==> config.mk <==
export PLATFORM = sky130hd
export DESIGN_NAME = uart_csr_top
export DESIGN_NICKNAME = d
export VERILOG_FILES = /design/src/rtl/uart_csr_pkg.sv /design/src/rtl/uart_csr_decode.sv /design/src/rtl/uart_csr_cmd.sv /design/src/rtl/uart_csr_irq.sv /design/src/rtl/uart_csr_rdmux.sv /design/src/rtl/uart_csr_top.sv
export SDC_FILE = /design/constraint.sdc
export NUM_CORES = 1
export LEC_CHECK = 0
export BUFFER_PORTS_ARGS = -buffer_cell sky130_fd_sc_hd__buf_2
export CORE_ASPECT_RATIO = 2
export CORE_MARGIN = 2
export CORE_UTILIZATION = 48
export DETAILED_ROUTE_END_ITERATION = 16
export PLACE_DENSITY_LB_ADDON = 0.08
export SYNTH_ARGS = -nofsm -noshare
export SYNTH_HDL_FRONTEND = slang
export SYNTH_SLANG_ARGS = --single-unit
==> constraint.sdc <==
create_clock -name clk -period 2.47 [get_ports clk]
set_input_delay 0.494 -clock clk [delete_from_list [all_inputs] [get_ports clk]]
set_output_delay 0.494 -clock clk [all_outputs]
set_load 0.05 [all_outputs]
==> src/rtl/uart_csr_pkg.sv <==
// Package: uart_csr_pkg
// Shared register offsets, bit positions and the register-select type
// for the UART register front-end. Assumes byte offsets fit in 8 bits.
package uart_csr_pkg;

    typedef logic [7:0] reg_off_t;

    // Register byte offsets
    localparam reg_off_t OFF_CTRL   = 8'h00;
    localparam reg_off_t OFF_FRAME  = 8'h04;
    localparam reg_off_t OFF_CMD    = 8'h0C;
    localparam reg_off_t OFF_STATUS = 8'h10;
    localparam reg_off_t OFF_CLKDIV = 8'h14;
    localparam reg_off_t OFF_RXEXT  = 8'h18;
    localparam reg_off_t OFF_TXDATA = 8'h34;
    localparam reg_off_t OFF_IFLAG  = 8'h40;
    localparam reg_off_t OFF_IFSET  = 8'h44;
    localparam reg_off_t OFF_IFCLR  = 8'h48;
    localparam reg_off_t OFF_IEN    = 8'h4C;

    // Command word bit positions
    localparam int CMD_RXON  = 0;
    localparam int CMD_RXOFF = 1;
    localparam int CMD_TXON  = 2;
    localparam int CMD_TXOFF = 3;
    localparam int CMD_W     = 4;

    // Status word bit positions
    localparam int ST_TXON    = 1;
    localparam int ST_TXIDLE  = 5;
    localparam int ST_TXROOM  = 6;
    localparam int ST_RXAVAIL = 7;

    // Interrupt flag bit positions
    localparam int IF_TXC  = 0;
    localparam int IF_TXBL = 1;
    localparam int IF_RXDV = 2;
    localparam int IF_RXOF = 4;
    localparam int FLAG_W  = 5;

    // Control word bit positions
    localparam int CTRL_SYNC     = 0;
    localparam int CTRL_EMPTYLVL = 12;

    // Extended receive word error bit positions
    localparam int RXEXT_PERR = 14;
    localparam int RXEXT_FERR = 15;

    // Flags that hold until cleared, and the split between the two lines
    localparam logic [FLAG_W-1:0] STICKY_MASK = 5'b10101;
    localparam logic [FLAG_W-1:0] RX_SIDE     = 5'b10100;
    localparam logic [FLAG_W-1:0] TX_SIDE     = 5'b00011;
    localparam logic [FLAG_W-1:0] IMPL_MASK   = 5'b10111;

    typedef enum logic [3:0] {
        SEL_NONE,
        SEL_CTRL,
        SEL_FRAME,
        SEL_CMD,
        SEL_STATUS,
        SEL_CLKDIV,
        SEL_RXEXT,
        SEL_TXDATA,
        SEL_IFLAG,
        SEL_IFSET,
        SEL_IFCLR,
        SEL_IEN
    } reg_sel_e;

endpackage

==> src/rtl/uart_csr_decode.sv <==
// Module: uart_csr_decode
// Maps a bus byte offset onto one register select. Any offset that is not
// mapped gives SEL_NONE. Purely combinational, and assumes ADDR_W >= 8.
module uart_csr_decode #(
    parameter int ADDR_W = 8
) (
    input  logic [ADDR_W-1:0]         addr,
    output uart_csr_pkg::reg_sel_e    sel
);
    import uart_csr_pkg::*;

    // Compare the full address against each known offset
    always_comb begin
        unique case (addr)
            ADDR_W'(OFF_CTRL):   sel = SEL_CTRL;
            ADDR_W'(OFF_FRAME):  sel = SEL_FRAME;
            ADDR_W'(OFF_CMD):    sel = SEL_CMD;
            ADDR_W'(OFF_STATUS): sel = SEL_STATUS;
            ADDR_W'(OFF_CLKDIV): sel = SEL_CLKDIV;
            ADDR_W'(OFF_RXEXT):  sel = SEL_RXEXT;
            ADDR_W'(OFF_TXDATA): sel = SEL_TXDATA;
            ADDR_W'(OFF_IFLAG):  sel = SEL_IFLAG;
            ADDR_W'(OFF_IFSET):  sel = SEL_IFSET;
            ADDR_W'(OFF_IFCLR):  sel = SEL_IFCLR;
            ADDR_W'(OFF_IEN):    sel = SEL_IEN;
            default:             sel = SEL_NONE;
        endcase
    end

endmodule

==> src/rtl/uart_csr_cmd.sv <==
// Module: uart_csr_cmd
// Holds the receive and transmit enable state, driven by command-word
// writes. For each direction a disable bit overrides an enable bit in the
// same write. Assumes cmd_we is a single-cycle write strobe.
module uart_csr_cmd (
    input  logic                          clk,
    input  logic                          rst_n,
    input  logic                          cmd_we,
    input  logic [uart_csr_pkg::CMD_W-1:0] cmd_bits,
    output logic                          rx_en,
    output logic                          tx_en
);
    import uart_csr_pkg::*;

    // Receive enable: the disable bit is tested first
    always_ff @(posedge clk) begin
        if (!rst_n)                          rx_en <= 1'b0;
        else if (cmd_we && cmd_bits[CMD_RXOFF]) rx_en <= 1'b0;
        else if (cmd_we && cmd_bits[CMD_RXON])  rx_en <= 1'b1;
    end

    // Transmit enable: the disable bit is tested first
    always_ff @(posedge clk) begin
        if (!rst_n)                          tx_en <= 1'b0;
        else if (cmd_we && cmd_bits[CMD_TXOFF]) tx_en <= 1'b0;
        else if (cmd_we && cmd_bits[CMD_TXON])  tx_en <= 1'b1;
    end

    AST_CMD_TXOFF_WINS: assert property (@(posedge clk) disable iff (!rst_n)
        (cmd_we && cmd_bits[CMD_TXOFF]) |=> !tx_en);
    AST_CMD_RXOFF_WINS: assert property (@(posedge clk) disable iff (!rst_n)
        (cmd_we && cmd_bits[CMD_RXOFF]) |=> !rx_en);
    AST_CMD_HOLD: assert property (@(posedge clk) disable iff (!rst_n)
        !cmd_we |=> ($stable(tx_en) && $stable(rx_en)));

endmodule

==> src/rtl/uart_csr_irq.sv <==
// Module: uart_csr_irq
// Interrupt flags, enable word and the two interrupt lines. The sticky
// flags are set by engine pulses or by set-alias writes and are cleared by
// clear-alias writes; an engine pulse beats a clear in the same cycle.
// The buffer-level flag is the live room signal and is never stored.
// Assumes set_we and clr_we are never high together.
module uart_csr_irq (
    input  logic                            clk,
    input  logic                            rst_n,
    input  logic                            set_we,
    input  logic                            clr_we,
    input  logic                            ien_we,
    input  logic [uart_csr_pkg::FLAG_W-1:0] wbits,
    input  logic                            tx_done,
    input  logic                            rx_got,
    input  logic                            rx_ovf,
    input  logic                            room,
    output logic [uart_csr_pkg::FLAG_W-1:0] iflag,
    output logic [uart_csr_pkg::FLAG_W-1:0] ien,
    output logic                            irq_rx,
    output logic                            irq_tx
);
    import uart_csr_pkg::*;

    logic [FLAG_W-1:0] hw_evt;

    // Line up the engine pulses with their flag positions
    always_comb begin
        hw_evt          = '0;
        hw_evt[IF_TXC]  = tx_done;
        hw_evt[IF_RXDV] = rx_got;
        hw_evt[IF_RXOF] = rx_ovf;
    end

    for (genvar i = 0; i < FLAG_W; i++) begin : g_flag
        if (STICKY_MASK[i]) begin : g_sticky
            logic q;
            // Sticky flag: engine event first, then set alias, then clear alias
            always_ff @(posedge clk) begin
                if (!rst_n)                  q <= 1'b0;
                else if (hw_evt[i])          q <= 1'b1;
                else if (set_we && wbits[i]) q <= 1'b1;
                else if (clr_we && wbits[i]) q <= 1'b0;
            end
            assign iflag[i] = q;
        end else if (i == IF_TXBL) begin : g_level
            assign iflag[i] = room;
        end else begin : g_none
            assign iflag[i] = 1'b0;
        end
    end

    // Enable word keeps only implemented flag positions
    always_ff @(posedge clk) begin
        if (!rst_n)      ien <= '0;
        else if (ien_we) ien <= wbits & IMPL_MASK;
    end

    // Split the enabled flags onto the receive and transmit lines
    always_comb begin
        irq_rx = |(iflag & ien & RX_SIDE);
        irq_tx = |(iflag & ien & TX_SIDE);
    end

    AST_EVT_BEATS_CLR: assert property (@(posedge clk) disable iff (!rst_n)
        rx_ovf |=> iflag[IF_RXOF]);
    AST_CLR_TAKES: assert property (@(posedge clk) disable iff (!rst_n)
        (clr_we && wbits[IF_TXC] && !tx_done) |=> !iflag[IF_TXC]);
    AST_IRQ_TX_GATED: assert property (@(posedge clk) disable iff (!rst_n)
        irq_tx |-> (|(ien & TX_SIDE)));
    AST_IRQ_RX_GATED: assert property (@(posedge clk) disable iff (!rst_n)
        irq_rx |-> (|(ien & RX_SIDE)));
    AST_NO_SET_CLR: assert property (@(posedge clk) disable iff (!rst_n)
        !(set_we && clr_we));

endmodule

==> src/rtl/uart_csr_rdmux.sv <==
// Module: uart_csr_rdmux
// Registered read path. It returns the selected word one cycle after the
// read request and zero otherwise. A read of the extended receive port
// raises rx_pop in the cycle the data is presented.
module uart_csr_rdmux #(
    parameter int DATA_W = 32
) (
    input  logic                       clk,
    input  logic                       rst_n,
    input  logic                       rd_en,
    input  uart_csr_pkg::reg_sel_e     sel,
    input  logic [DATA_W-1:0]          ctrl_word,
    input  logic [DATA_W-1:0]          frame_word,
    input  logic [DATA_W-1:0]          status_word,
    input  logic [DATA_W-1:0]          clkdiv_word,
    input  logic [DATA_W-1:0]          rxext_word,
    input  logic [DATA_W-1:0]          iflag_word,
    input  logic [DATA_W-1:0]          ien_word,
    output logic [DATA_W-1:0]          rdata,
    output logic                       rx_pop
);
    import uart_csr_pkg::*;

    logic [DATA_W-1:0] mux_word;

    // Choose the readable word; write-only and unmapped give zero
    always_comb begin
        unique case (sel)
            SEL_CTRL:   mux_word = ctrl_word;
            SEL_FRAME:  mux_word = frame_word;
            SEL_STATUS: mux_word = status_word;
            SEL_CLKDIV: mux_word = clkdiv_word;
            SEL_RXEXT:  mux_word = rxext_word;
            SEL_IFLAG:  mux_word = iflag_word;
            SEL_IEN:    mux_word = ien_word;
            default:    mux_word = '0;
        endcase
    end

    // Capture read data and the pop strobe on the request edge
    always_ff @(posedge clk) begin
        if (!rst_n) begin
            rdata  <= '0;
            rx_pop <= 1'b0;
        end else begin
            rdata  <= rd_en ? mux_word : '0;
            rx_pop <= rd_en && (sel == SEL_RXEXT);
        end
    end

    AST_POP_AFTER_READ: assert property (@(posedge clk) disable iff (!rst_n)
        rx_pop |-> $past(rd_en));
    AST_POP_SINGLE: assert property (@(posedge clk) disable iff (!rst_n)
        (rx_pop && !$past(rd_en, 1)) |-> 1'b0);
    AST_IDLE_ZERO: assert property (@(posedge clk) disable iff (!rst_n)
        !rd_en |=> (rdata == '0));

endmodule

==> src/rtl/uart_csr_top.sv <==
// Module: uart_csr_top
// Memory-mapped register front-end for a UART: control, frame and divider
// storage, a command word for the direction enables, a status word, a
// transmit data port, an extended receive port, and interrupt flags with
// set and clear aliases feeding separate receive and transmit lines.
// Assumes bus_wr and bus_rd are never high together, DATA_W >= 16, and
// tx_level never exceeds TXBUF_DEPTH.
module uart_csr_top #(
    parameter int ADDR_W      = 8,
    parameter int DATA_W      = 32,
    parameter int CHAR_W      = 9,
    parameter int FRAME_W     = 16,
    parameter int DIV_W       = 15,
    parameter int TXBUF_DEPTH = 2,
    localparam int LVL_W      = $clog2(TXBUF_DEPTH + 1)
) (
    input  logic              clk,
    input  logic              rst_n,
    input  logic              bus_wr,
    input  logic              bus_rd,
    input  logic [ADDR_W-1:0] bus_addr,
    input  logic [DATA_W-1:0] bus_wdata,
    output logic [DATA_W-1:0] bus_rdata,
    output logic              rx_enable,
    output logic              tx_enable,
    output logic              sync_mode,
    output logic              tx_empty_level,
    output logic [FRAME_W-1:0] frame_cfg,
    output logic [DIV_W-1:0]  clk_div,
    output logic              tx_push,
    output logic [CHAR_W-1:0] tx_char,
    input  logic [LVL_W-1:0]  tx_level,
    input  logic              tx_done,
    input  logic              tx_idle,
    input  logic [CHAR_W-1:0] rx_char,
    input  logic              rx_perr,
    input  logic              rx_ferr,
    input  logic              rx_avail,
    input  logic              rx_got,
    input  logic              rx_ovf,
    output logic              rx_pop,
    output logic              irq_rx,
    output logic              irq_tx
);
    import uart_csr_pkg::*;

    localparam int HALF_LVL = TXBUF_DEPTH / 2;

    reg_sel_e          sel;
    logic              we_ctrl, we_frame, we_cmd, we_clkdiv, we_tx;
    logic              we_ifs, we_ifc, we_ien;
    logic              room;
    logic [FLAG_W-1:0] iflag, ien;
    logic [DATA_W-1:0] ctrl_word, frame_word, status_word, clkdiv_word;
    logic [DATA_W-1:0] rxext_word, iflag_word, ien_word;
    logic              unused_wdata;

    assign unused_wdata = ^bus_wdata;

    uart_csr_decode #(.ADDR_W(ADDR_W)) u_decode (
        .addr (bus_addr),
        .sel  (sel)
    );

    // Per-register write strobes
    always_comb begin
        we_ctrl   = bus_wr && (sel == SEL_CTRL);
        we_frame  = bus_wr && (sel == SEL_FRAME);
        we_cmd    = bus_wr && (sel == SEL_CMD);
        we_clkdiv = bus_wr && (sel == SEL_CLKDIV);
        we_tx     = bus_wr && (sel == SEL_TXDATA);
        we_ifs    = bus_wr && (sel == SEL_IFSET);
        we_ifc    = bus_wr && (sel == SEL_IFCLR);
        we_ien    = bus_wr && (sel == SEL_IEN);
    end

    // Control bits: synchronous mode and buffer-level meaning
    always_ff @(posedge clk) begin
        if (!rst_n) begin
            sync_mode      <= 1'b0;
            tx_empty_level <= 1'b0;
        end else if (we_ctrl) begin
            sync_mode      <= bus_wdata[CTRL_SYNC];
            tx_empty_level <= bus_wdata[CTRL_EMPTYLVL];
        end
    end

    // Frame format and clock divider storage
    always_ff @(posedge clk) begin
        if (!rst_n) begin
            frame_cfg <= '0;
            clk_div   <= '0;
        end else begin
            if (we_frame)  frame_cfg <= bus_wdata[FRAME_W-1:0];
            if (we_clkdiv) clk_div   <= bus_wdata[DIV_W-1:0];
        end
    end

    // One-cycle push strobe with the character for the transmit buffer
    always_ff @(posedge clk) begin
        if (!rst_n) begin
            tx_push <= 1'b0;
            tx_char <= '0;
        end else begin
            tx_push <= we_tx;
            if (we_tx) tx_char <= bus_wdata[CHAR_W-1:0];
        end
    end

    uart_csr_cmd u_cmd (
        .clk      (clk),
        .rst_n    (rst_n),
        .cmd_we   (we_cmd),
        .cmd_bits (bus_wdata[CMD_W-1:0]),
        .rx_en    (rx_enable),
        .tx_en    (tx_enable)
    );

    // Buffer room: empty in empty-level mode, else at most half full
    always_comb begin
        if (tx_empty_level) room = (tx_level == '0);
        else                room = (tx_level <= LVL_W'(HALF_LVL));
    end

    uart_csr_irq u_irq (
        .clk     (clk),
        .rst_n   (rst_n),
        .set_we  (we_ifs),
        .clr_we  (we_ifc),
        .ien_we  (we_ien),
        .wbits   (bus_wdata[FLAG_W-1:0]),
        .tx_done (tx_done),
        .rx_got  (rx_got),
        .rx_ovf  (rx_ovf),
        .room    (room),
        .iflag   (iflag),
        .ien     (ien),
        .irq_rx  (irq_rx),
        .irq_tx  (irq_tx)
    );

    // Assemble the readable words
    always_comb begin
        ctrl_word                = '0;
        ctrl_word[CTRL_SYNC]     = sync_mode;
        ctrl_word[CTRL_EMPTYLVL] = tx_empty_level;
        frame_word               = DATA_W'(frame_cfg);
        clkdiv_word              = DATA_W'(clk_div);
        status_word              = '0;
        status_word[ST_TXON]     = tx_enable;
        status_word[ST_TXIDLE]   = tx_idle;
        status_word[ST_TXROOM]   = room;
        status_word[ST_RXAVAIL]  = rx_avail;
        rxext_word               = '0;
        rxext_word[CHAR_W-1:0]   = rx_char;
        rxext_word[RXEXT_PERR]   = rx_perr;
        rxext_word[RXEXT_FERR]   = rx_ferr;
        iflag_word               = DATA_W'(iflag);
        ien_word                 = DATA_W'(ien);
    end

    uart_csr_rdmux #(.DATA_W(DATA_W)) u_rdmux (
        .clk         (clk),
        .rst_n       (rst_n),
        .rd_en       (bus_rd),
        .sel         (sel),
        .ctrl_word   (ctrl_word),
        .frame_word  (frame_word),
        .status_word (status_word),
        .clkdiv_word (clkdiv_word),
        .rxext_word  (rxext_word),
        .iflag_word  (iflag_word),
        .ien_word    (ien_word),
        .rdata       (bus_rdata),
        .rx_pop      (rx_pop)
    );

    AST_NO_RD_WR: assert property (@(posedge clk) disable iff (!rst_n)
        !(bus_wr && bus_rd));
    AST_PUSH_FROM_WRITE: assert property (@(posedge clk) disable iff (!rst_n)
        tx_push |-> $past(bus_wr));
    AST_LEVEL_RANGE: assert property (@(posedge clk) disable iff (!rst_n)
        tx_level <= LVL_W'(TXBUF_DEPTH));

endmodule

==> results.sh <==
export IMPL_end_kind="output pin"
export IMPL_finalMaxSlewViolations=0
export IMPL_r2r_end="u_rdmux.rdata[1]"
export IMPL_rsz0062_at_grt="false"
export IMPL_postCtsSetupBuffers=0
export IMPL_final_seq_area_mm2=0.00138
export IMPL_viasPerCell=5.64
export IMPL_drc_errors=0
export IMPL_hold_buffers=0
export IMPL_core_area_mm2=0.00683
export IMPL_regToRegSetupSlack_ps=1310
export IMPL_arrival_ps=1440
export IMPL_cts_tree="built"
export IMPL_grt_pass1_wl_um=15100
export IMPL_cts_root_buf="clkbuf_16"
export IMPL_grt_ovfl_total=0
export IMPL_clkTransAtPathRegs_ps=60
export IMPL_status="finished, final reports clean"
export IMPL_hold_violations=0
export IMPL_finalWirelength_um=10000
export IMPL_gr_usage_met2_pct=40.4
export IMPL_place_gp_congestion=0.855
export IMPL_met3_usage_pct=6.56
export IMPL_grt_busiest_layer="met2"
export IMPL_post_route_period_util_pct=78.2
export IMPL_min_to="frame_cfg[15]"
export IMPL_synth_area_mm2=0.00335
export IMPL_synthCells=402
export IMPL_hpwl_um=6990
export IMPL_setup_worst_path_class="flip-flop to output pin"
export IMPL_period_needed_ps=1930
export IMPL_reg2reg_from="tx_empty_level"
export IMPL_cts_resized_gates=0
export IMPL_grt_usage_pct=25.6
export IMPL_ir_worst_vdd_uv=453
export IMPL_drive_above_1_share_pct=30.9
export IMPL_synthToLayoutAreaGrowth_pct=26.7
export IMPL_initial_core_util_pct=49.1
export IMPL_cp_required_ps=1980
export IMPL_hp_class="input port to flip-flop"
export IMPL_nFillCells=665
export IMPL_final_common_cell="buf_2"
export IMPL_drt_initial_drc_count=204
export IMPL_io_pins=142
export IMPL_syn_avg_cell_area_um2=8.34
export IMPL_multi_input_area_mm2=0.00173
export IMPL_yosysSeqAreaShare_pct=41.2
export IMPL_min_path_cells=3
export IMPL_cts_sinks=69
export IMPL_die_h_um=122
export IMPL_r2r_cells=4
export IMPL_num_vias=3404
export IMPL_grt_max_degree=31
export IMPL_pwr_density_cell_mw_per_mm2=622
export IMPL_die_w_um=63.1
export IMPL_dieArea_mm2=0.00771
export IMPL_place_area_mm2=0.00396
export IMPL_mostFrequentLayoutCells="buf_2, dfxtp_1, a21oi_1, nand3_1, nand2_1"
export IMPL_diodes=0
export IMPL_synth_edff_count=0
export IMPL_slew_headroom_pct=65.2
export IMPL_cp_start_kind="flip-flop"
export IMPL_ys_types=50
export IMPL_synthFlopType="dfxtp_1"
export IMPL_fmax_mhz=518
export IMPL_crit_fanout=5
export IMPL_fin_area_mm2=0.00425
export IMPL_nets=572
export IMPL_drtPass1Iterations=5
export IMPL_setup_violations=0
export IMPL_hp_start="bus_wdata[15]"
export IMPL_tns_ps=0
export IMPL_clock_latency_ps=340
export IMPL_portBuffers=109
export IMPL_clockBufferDepth=2
export IMPL_fin_skew_ps=4.99
export IMPL_ys_seq_elements=69
export IMPL_finalPower_uw=2640
export IMPL_yosysWarnings=0
export IMPL_use_met1_pct=32.6
export IMPL_htree_num_levels=3
export IMPL_worst_slew_pin_slew_ps=518
export IMPL_cts_made_buffers=9
export IMPL_ant_nets=0
export IMPL_grt_pass1_vias=2956
export IMPL_async_flop_share_pct=0
export IMPL_antenna_found_initial=0
export IMPL_max_cap_violations=0
export IMPL_wire_per_inst_um=16.6
export IMPL_p_leak_uw=0.00179
export IMPL_rows=43
per-stage QoR:
step / hold slack, ps / setup slack, ps / cells / utilization, %
after CTS: 414 / 550 / 604 / 62.2
after global placement: 442 / 273 / 589 / 57.9
after floorplan: 445 / 334 / 417 / -
after global routing: 421 / 439 / 604 / 62.2
final: 414 / 539 / 604 / 62.2
after detailed placement: 443 / 266 / 589 / 57.9
routing by layer:
metal / part of all wire, % / vias to the layer above
met3: 7.3 / 17
met2: 49 / 140
met1: 42 / 1608
met4: 2.5 / 0
li1: - / 1639
met5: 0 / -
critical path, cell delays in order (launching register included):
cell and delay [ps]:
dfxtp_1 330, a21oi_1 300, a22o_1 200, buf_2 260
state kept, by name (all words and copies together) (netlist names):
signal / flops
u_cmd.tx_en: 1
tx_char: 9
u_rdmux.rx_pop: 1
tx_push: 1
u_irq.g_flag.g_sticky.q: 3
tx_empty_level: 1
sync_mode: 1
u_rdmux.rdata: 16
clk_div: 15
u_irq.ien: 4
frame_cfg: 16
u_cmd.rx_en: 1
worst max-delay path by stage:
stage | from | endpoint
global placement | bus_addr[2] | u_irq.g_flag[4].g_sticky.q
global route | bus_addr[2] | u_irq.g_flag[0].g_sticky.q
CTS | tx_empty_level | irq_tx
finish | tx_empty_level | irq_tx
floorplan | bus_addr[5] | u_rdmux.rdata[10]
detailed placement | bus_addr[2] | u_irq.g_flag[0].g_sticky.q
layout make-up:
cell class / instances / share of cell area [%]
repair buffers: 130 / 16.6
multi-input cells: 292 / 40.7
well taps: 90 / 2.65
clock buffers: 11 / 5.71
clock inverters: 4 / 1.15
inverters: 8 / 0.707
flip-flops and latches: 69 / 32.5
Yosys cell counts (all sizes together), types with 2 or more instances:
cell type   n  share of area, %
a2111oi     3              0.78
a211o       2              0.52
a211oi      5               1.4
a21oi      43               6.4
a22o        8               2.1
a22oi      10               2.2
a31oi       4              0.75
a32oi       5               1.3
a41oi       3              0.78
and2        8               1.5
and3        4              0.75
buf        29               5.9
clkbuf     19               2.1
dfxtp      69                41
inv         7              0.78
mux2i      13               3.9
nand2      39               4.4
nand3      42               6.3
nand4       2              0.37
nor2       22               2.5
nor2b       6               1.1
nor3        8               1.5
nor3b       4               1.0
nor4        2              0.56
nor4b       2              0.90
nor4bb      2              0.60
o21ai      21               3.1
o21bai      2              0.45
o221a       2              0.67
o221ai      2              0.52
or3b        2              0.52
kinds of logic (layout without fill, tap and decap cells):
group	count (synthesis)	count (layout)	synth area share, %
other cells	1	16	0.112
flops	69	69	41.2
simple gates	148	148	23.2
buf+inv	56	153	8.92
compound gates	114	114	22.3
mux	14	14	4.22
where the power goes:
part	internal [uW]	total (uW)	switching, uW	leakage [uW]
clock network	801	1280	475	0.000145
registers	1120	1120	5.01	0.000557
logic	70.4	243	173	0.00109
total	1990	2640	652	0.00179
(Power assumes the default switching activity.)
